--- config.mk ---
export PLATFORM = sky130hd
export DESIGN_NAME = can_mode_ctrl
export DESIGN_NICKNAME = d
export VERILOG_FILES = /design/src/rtl/can_mode_pkg.sv /design/src/rtl/can_mode_hs.sv /design/src/rtl/can_cfg_bank.sv /design/src/rtl/can_tq_gen.sv /design/src/rtl/can_mode_ctrl.sv
export SDC_FILE = /design/constraint.sdc
export NUM_CORES = 1
export LEC_CHECK = 0
export BUFFER_PORTS_ARGS = -buffer_cell sky130_fd_sc_hd__buf_2
export CAP_MARGIN = 30
export CORE_MARGIN = 2
export CORE_UTILIZATION = 45
export DETAILED_ROUTE_END_ITERATION = 12
export MAX_ROUTING_LAYER = met4
export SLEW_MARGIN = 20
export SYNTH_ARGS = -nofsm -noshare
export SYNTH_HDL_FRONTEND = slang
export SYNTH_HIERARCHICAL = 1
export SYNTH_SLANG_ARGS = --single-unit
export TNS_END_PERCENT = 10
--- constraint.sdc ---
create_clock -name clk -period 3.9 [get_ports clk]
set_clock_uncertainty 0.1 [all_clocks]
set_input_delay 0.78 -clock clk [delete_from_list [all_inputs] [get_ports clk]]
set_output_delay 0.78 -clock clk [all_outputs]
set_load 0.01 [all_outputs]
--- src/rtl/can_mode_pkg.sv ---
package can_mode_pkg;

    localparam int ADDR_W  = 5;
    localparam int DATA_W  = 8;
    localparam int NPROT   = 20;
    localparam int BRP_W   = 6;
    localparam int SJW_W   = 2;

    localparam logic [ADDR_W-1:0] A_CTRL   = 5'd0;
    localparam logic [ADDR_W-1:0] A_STATUS = 5'd1;
    localparam int TIM0_SLOT = 1;

    // slots 0..3 live at 2..5, slots 4..19 at 8..23
    function automatic logic [ADDR_W-1:0] slot_addr(input int idx);
        int a;
        a = (idx < 4) ? idx + 2 : idx + 4;
        return a[ADDR_W-1:0];
    endfunction

    typedef struct packed {
        logic init_ack;
        logic sleep_ack;
        logic woke;
    } mode_st_t;

endpackage

--- src/rtl/can_mode_hs.sv ---
module can_mode_hs (
    input  logic clk,
    input  logic rst_n,
    input  logic init_req,
    input  logic sleep_req,
    input  logic wake_en,
    input  logic bus_idle,
    input  logic bus_activity,
    output logic init_ack,
    output logic sleep_ack,
    output logic cfg_unlocked
);
    import can_mode_pkg::*;

    mode_st_t st_d, st_q;
    logic wake_hit;

    always_comb begin
        st_d = st_q;
        wake_hit = st_q.sleep_ack & wake_en & bus_activity;
        // acknowledge granted only on an idle bus, dropped with the request
        st_d.init_ack = init_req & (st_q.init_ack | bus_idle);
        // woken sleep stays blocked until the request is withdrawn
        st_d.woke = sleep_req & (st_q.woke | wake_hit);
        if (!sleep_req || init_req || st_q.woke) begin
            st_d.sleep_ack = 1'b0;
        end else if (st_q.sleep_ack) begin
            st_d.sleep_ack = ~wake_hit;
        end else begin
            st_d.sleep_ack = bus_idle;
        end
    end

    always_ff @(posedge clk or negedge rst_n) begin
        if (!rst_n) begin
            st_q <= '0;
        end else begin
            st_q <= st_d;
        end
    end

    assign init_ack     = st_q.init_ack;
    assign sleep_ack    = st_q.sleep_ack;
    assign cfg_unlocked = init_req & st_q.init_ack;

endmodule

--- src/rtl/can_cfg_bank.sv ---
module can_cfg_bank (
    input  logic                               clk,
    input  logic                               rst_n,
    input  logic                               reg_wr,
    input  logic [can_mode_pkg::ADDR_W-1:0]    reg_addr,
    input  logic [can_mode_pkg::DATA_W-1:0]    reg_wdata,
    input  logic                               unlocked,
    input  logic                               init_ack,
    input  logic                               sleep_ack,
    output logic [can_mode_pkg::DATA_W-1:0]    reg_rdata,
    output logic                               init_req,
    output logic                               sleep_req,
    output logic                               wake_en,
    output logic [can_mode_pkg::DATA_W-1:0]    tim0
);
    import can_mode_pkg::*;

    typedef struct packed {
        logic [2:0]                    ctrl;
        logic [NPROT-1:0][DATA_W-1:0]  prot;
    } bank_t;

    bank_t bank_d, bank_q;
    logic [NPROT-1:0] hit;

    for (genvar g = 0; g < NPROT; g++) begin : g_slot
        assign hit[g] = (reg_addr == slot_addr(g));
    end

    always_comb begin
        bank_d = bank_q;
        if (reg_wr && reg_addr == A_CTRL) begin
            bank_d.ctrl = reg_wdata[2:0];
        end
        for (int i = 0; i < NPROT; i++) begin
            if (reg_wr && unlocked && hit[i]) begin
                bank_d.prot[i] = reg_wdata;
            end
        end
    end

    always_ff @(posedge clk or negedge rst_n) begin
        if (!rst_n) begin
            bank_q <= '0;
        end else begin
            bank_q <= bank_d;
        end
    end

    always_comb begin
        reg_rdata = '0;
        if (reg_addr == A_CTRL) begin
            reg_rdata = {5'd0, bank_q.ctrl};
        end else if (reg_addr == A_STATUS) begin
            reg_rdata = {6'd0, sleep_ack, init_ack};
        end
        for (int i = 0; i < NPROT; i++) begin
            if (hit[i]) begin
                reg_rdata = bank_q.prot[i];
            end
        end
    end

    assign init_req  = bank_q.ctrl[0];
    assign sleep_req = bank_q.ctrl[1];
    assign wake_en   = bank_q.ctrl[2];
    assign tim0      = bank_q.prot[TIM0_SLOT];

endmodule

--- src/rtl/can_tq_gen.sv ---
module can_tq_gen #(
    parameter int BRP_W = 6
) (
    input  logic             clk,
    input  logic             rst_n,
    input  logic             hold,
    input  logic [BRP_W-1:0] brp,
    output logic             tq_en
);
    typedef struct packed {
        logic [BRP_W-1:0] cnt;
    } tq_st_t;

    tq_st_t st_d, st_q;
    logic at_end;

    always_comb begin
        st_d = st_q;
        at_end = (st_q.cnt == brp);
        if (hold || at_end) begin
            st_d.cnt = '0;
        end else begin
            st_d.cnt = st_q.cnt + 1'b1;
        end
    end

    always_ff @(posedge clk or negedge rst_n) begin
        if (!rst_n) begin
            st_q <= '0;
        end else begin
            st_q <= st_d;
        end
    end

    assign tq_en = at_end & ~hold;

endmodule

--- src/rtl/can_mode_ctrl.sv ---
module can_mode_ctrl (
    input  logic       clk,
    input  logic       rst_n,
    input  logic       reg_wr,
    input  logic [4:0] reg_addr,
    input  logic [7:0] reg_wdata,
    output logic [7:0] reg_rdata,
    input  logic       bus_idle,
    input  logic       bus_activity,
    output logic       init_ack,
    output logic       sleep_ack,
    output logic       cfg_unlocked,
    output logic       tq_en,
    output logic [2:0] sjw_tq
);
    import can_mode_pkg::*;

    logic        init_req, sleep_req, wake_en;
    logic [DATA_W-1:0] tim0;

    can_cfg_bank u_bank (
        .clk       (clk),
        .rst_n     (rst_n),
        .reg_wr    (reg_wr),
        .reg_addr  (reg_addr),
        .reg_wdata (reg_wdata),
        .unlocked  (cfg_unlocked),
        .init_ack  (init_ack),
        .sleep_ack (sleep_ack),
        .reg_rdata (reg_rdata),
        .init_req  (init_req),
        .sleep_req (sleep_req),
        .wake_en   (wake_en),
        .tim0      (tim0)
    );

    can_mode_hs u_hs (
        .clk          (clk),
        .rst_n        (rst_n),
        .init_req     (init_req),
        .sleep_req    (sleep_req),
        .wake_en      (wake_en),
        .bus_idle     (bus_idle),
        .bus_activity (bus_activity),
        .init_ack     (init_ack),
        .sleep_ack    (sleep_ack),
        .cfg_unlocked (cfg_unlocked)
    );

    can_tq_gen #(.BRP_W(BRP_W)) u_tq (
        .clk   (clk),
        .rst_n (rst_n),
        .hold  (cfg_unlocked),
        .brp   (tim0[BRP_W-1:0]),
        .tq_en (tq_en)
    );

    assign sjw_tq = {1'b0, tim0[DATA_W-1 -: SJW_W]} + 3'd1;

endmodule

==> run summary <==
DP Area: 9230 um2
Pint: 2.95 mW
peak supply drop: 0.000311 V
CTS tree: done
switch share: 27.6%
pre-CTS setup slack: 0.277 ns
global route overflow: 0
R2R depth: 5
largest family of logic cells by synthesized area: multiplexers
ranking of synthesized cells by area: dfrtp_1, mux2_2, mux4_2
Max Cap Viol: 0
multiplexer share of the synthesized area: 25.8%
gr usage total: 27.2%
post-synthesis compound-gate area fraction: 10.0%
most used cell, CP: buf_2
max incr delay on CP: 0.47 ns
post-DP HPWL: 17,900 um
final setup TNS: 0 ns
Rows: 50
Vias: 6,105
die width: 143 um
vias per inst: 6.05
largest area contributor in the netlist: dfrtp_1
top cell type's share of synthesized area: 49.2%
Final period util: 93.9%
Seq pwr share: 45.6%
Power Density: 414 nW/um2
Reg2Reg Setup Slack: 1.52 ns
Avg Cell Area, Syn: 12.4 um2
Total Nets Final: 755
Non-Filler Instances: 1,009
Die Y: 143 um
CTS H-Tree Depth: 4
Final min period: 3.66 ns
Seq cells post-synth: 172
Worst-path clk slew: 0.07 ns
Crit-path slowest cell: a2111oi_0
Mapped Cells: 708
vias in the first global route: 6,412
Slew @ Worst Pin: 0.729 ns
post-synthesis simple-gate area fraction: 9.83%
per-cell routed wire length: 25.6 um
crit start category: primary input
syn_nets: 728
Async S/R FF share, synth: 100%
Adder-Cell Fraction of Synth Area: 0.286%
net switching power of the design: 1.12 mW
PortBufs: 32
initial antenna violation count: 1
Finish-stage setup viols: 0
Max Transition Viols Final: 0
outcome: finished, final reports clean
sequential-to-total area share from yosys stat: 49.2%
Slew HR: 51.1%
Post-synth EDFFs: 0
Worst EP arrival: 2.78 ns
Placer Congestion: 0.918
Leak: 4.67 nW
WL final: 25,800 um
Worst setup EP type: primary output
max frequency: 273 MHz
Primary FF master, synth: dfrtp_1
Fill cells: 1,681
mapped cell area: 8750 um2
initial core utilization: 46.3%
largest net degree at the start of global routing: 73
CP Cell Sequence: buf_2 -> and2b_1 -> o21ai_0 -> a2111oi_0 -> o22ai_1 -> a31oi_1 -> buf_2
layout cells sized above 1: 41.0%
PnR Total Power: 4.08 mW
WHS: 0.208 ns
final core utilization: 52.1%
cts hold-fix bufs: 0
die footprint: 20,600 um2
drt first pass iters: 5
Hold WC Path Type: in -> async
Clock power frac: 44.2%
clock root cell: clkbuf_16
Synth cell types: 69
combinational power share: 10.2%
Antenna Nets Post-Route: 0
Design Area, Final: 9850 um2
first-pass GRT wire length: 39,700 um
Area growth syn-to-layout: 12.6%
Post-CTS Repair Setup Buffers: 0
Clk Latency, worst-skew pair: 0.43 ns
worst-path fanout max: 19
Crit Path Class: in -> out
endpoints failing hold: 0
post_cts resized: 0
Final WS setup: 0.239 ns
RSZ-0062 raised after global routing: no
XOR/XNOR Fraction of Synth Area: 0.901%
Remaining DRCs: 0
Bufs on Longest Clock Path: 2
Placed Cells: 976
Required @ worst endpoint: 3.02 ns
CTS Sinks: 172
Placeable Area: 18,900 um2
YS warnings: 6
First DRT Iteration DRCs: 572
TritonCTS Buffers: 17
top-level I/O count: 33
[routing by layer]
layer	up-vias	GRT usage, %	share of wire, %
met3	46	5.46	5.9
met1	3154	36.3	44
li1	2674	-	-
met5	-	-	0
met2	231	41.4	47
met4	0	10.2	2.9
[path summary, 6_finish.rpt]
check                                        start                  to
min in group clk                u_bank/bank_q[124]  u_bank/bank_q[124]
worst max register to register       u_hs/init_ack  u_bank/bank_q[137]
worst min register to register  u_bank/bank_q[124]  u_bank/bank_q[124]
worst min-delay path                         rst_n   u_bank/bank_q[17]
max in group asynchronous                    rst_n      u_bank/tim0[7]
worst max-delay path                   reg_addr[1]        reg_rdata[4]
[worst max-delay path, delay by kind of cell]
family / cells / cell delay, ns
compound gates: 4 / 1.11
buf+inv: 2 / 0.45
simple gates: 1 / 0.42
[flip-flops by register name, summed over array words and instances, names as in the netlist]
register          count
u_bank/bank_q       152
u_bank/wake_en        1
u_tq/st_q             6
u_hs/sleep_ack        1
u_bank/sleep_req      1
u_bank/init_req       1
u_bank/tim0           8
u_hs/init_ack         1
u_hs/st_q             1
[cells in the final DEF (no fill, tap or decap), types with 15 or more instances in the layout]
master and n:
buf_2 31, nand2_1 26, o22ai_1 15, clkbuf_16 17, a21oi_1 26, nor2_1 18, mux2_2 166, mux2i_1 15
buf_4 31, o21ai_0 25, dfrtp_1 172, nand3_1 17
[power by group through the flow]
stage	Sequential [mW]	Combinational, mW	Clock, mW
after global routing	1.86	0.452	1.91
after detailed placement	1.89	0.414	0
after floorplan	1.88	0.240	0
after CTS	1.86	0.415	1.83
after global placement	1.89	0.408	0
final	1.86	0.416	1.80
[cell families (layout without fill, tap and decap cells)]
group / count (synthesis) / count (layout)
simple gates: 135 / 135
compound gates: 132 / 132
xor+xnor: 9 / 9
fa+ha+maj: 2 / 2
flops: 172 / 172
buf+inv: 66 / 106
other cells: 0 / 1
mux: 192 / 192
[cell usage after synthesis, types with 3 or more instances]
| cell | instances |
|---|---|
| o21ai_0 | 25 |
| nand2_2 | 3 |
| clkbuf_1 | 21 |
| nor2b_1 | 6 |
| nor4_4 | 3 |
| inv_1 | 7 |
| nor2_1 | 18 |
| and3b_1 | 5 |
| mux2i_1 | 15 |
| o22ai_1 | 15 |
| a22oi_1 | 8 |
| dfrtp_1 | 172 |
| a21oi_1 | 26 |
| a31oi_1 | 11 |
| nor2_2 | 8 |
| mux4_2 | 10 |
| a221oi_1 | 3 |
| nor3_1 | 8 |
| and3_1 | 3 |
| buf_4 | 19 |
| nand3_1 | 17 |
| nor3b_2 | 3 |
| a2111oi_0 | 3 |
| nand2_1 | 26 |
| nand2b_1 | 9 |
| and2_1 | 5 |
| o211ai_1 | 7 |
| buf_2 | 17 |
| o221ai_1 | 6 |
| xor2_1 | 8 |
| mux2_2 | 166 |
| a211oi_1 | 5 |
| nor2_4 | 6 |
[cell type report]
cell class	instances	area [um2]	area share, %
Antenna cell	1	2.50	0.0254
Clock buffer	17	425	4.32
Clock inverter	15	193	1.96
Inverter	7	26.3	0.267
Multi-Input combinational cell	470	4090	41.6
Sequential cell	172	4300	43.7
Tap cell	260	325	3.30
Timing Repair Buffer	67	479	4.87
No activity file was read; power rests on OpenSTA's default activity.
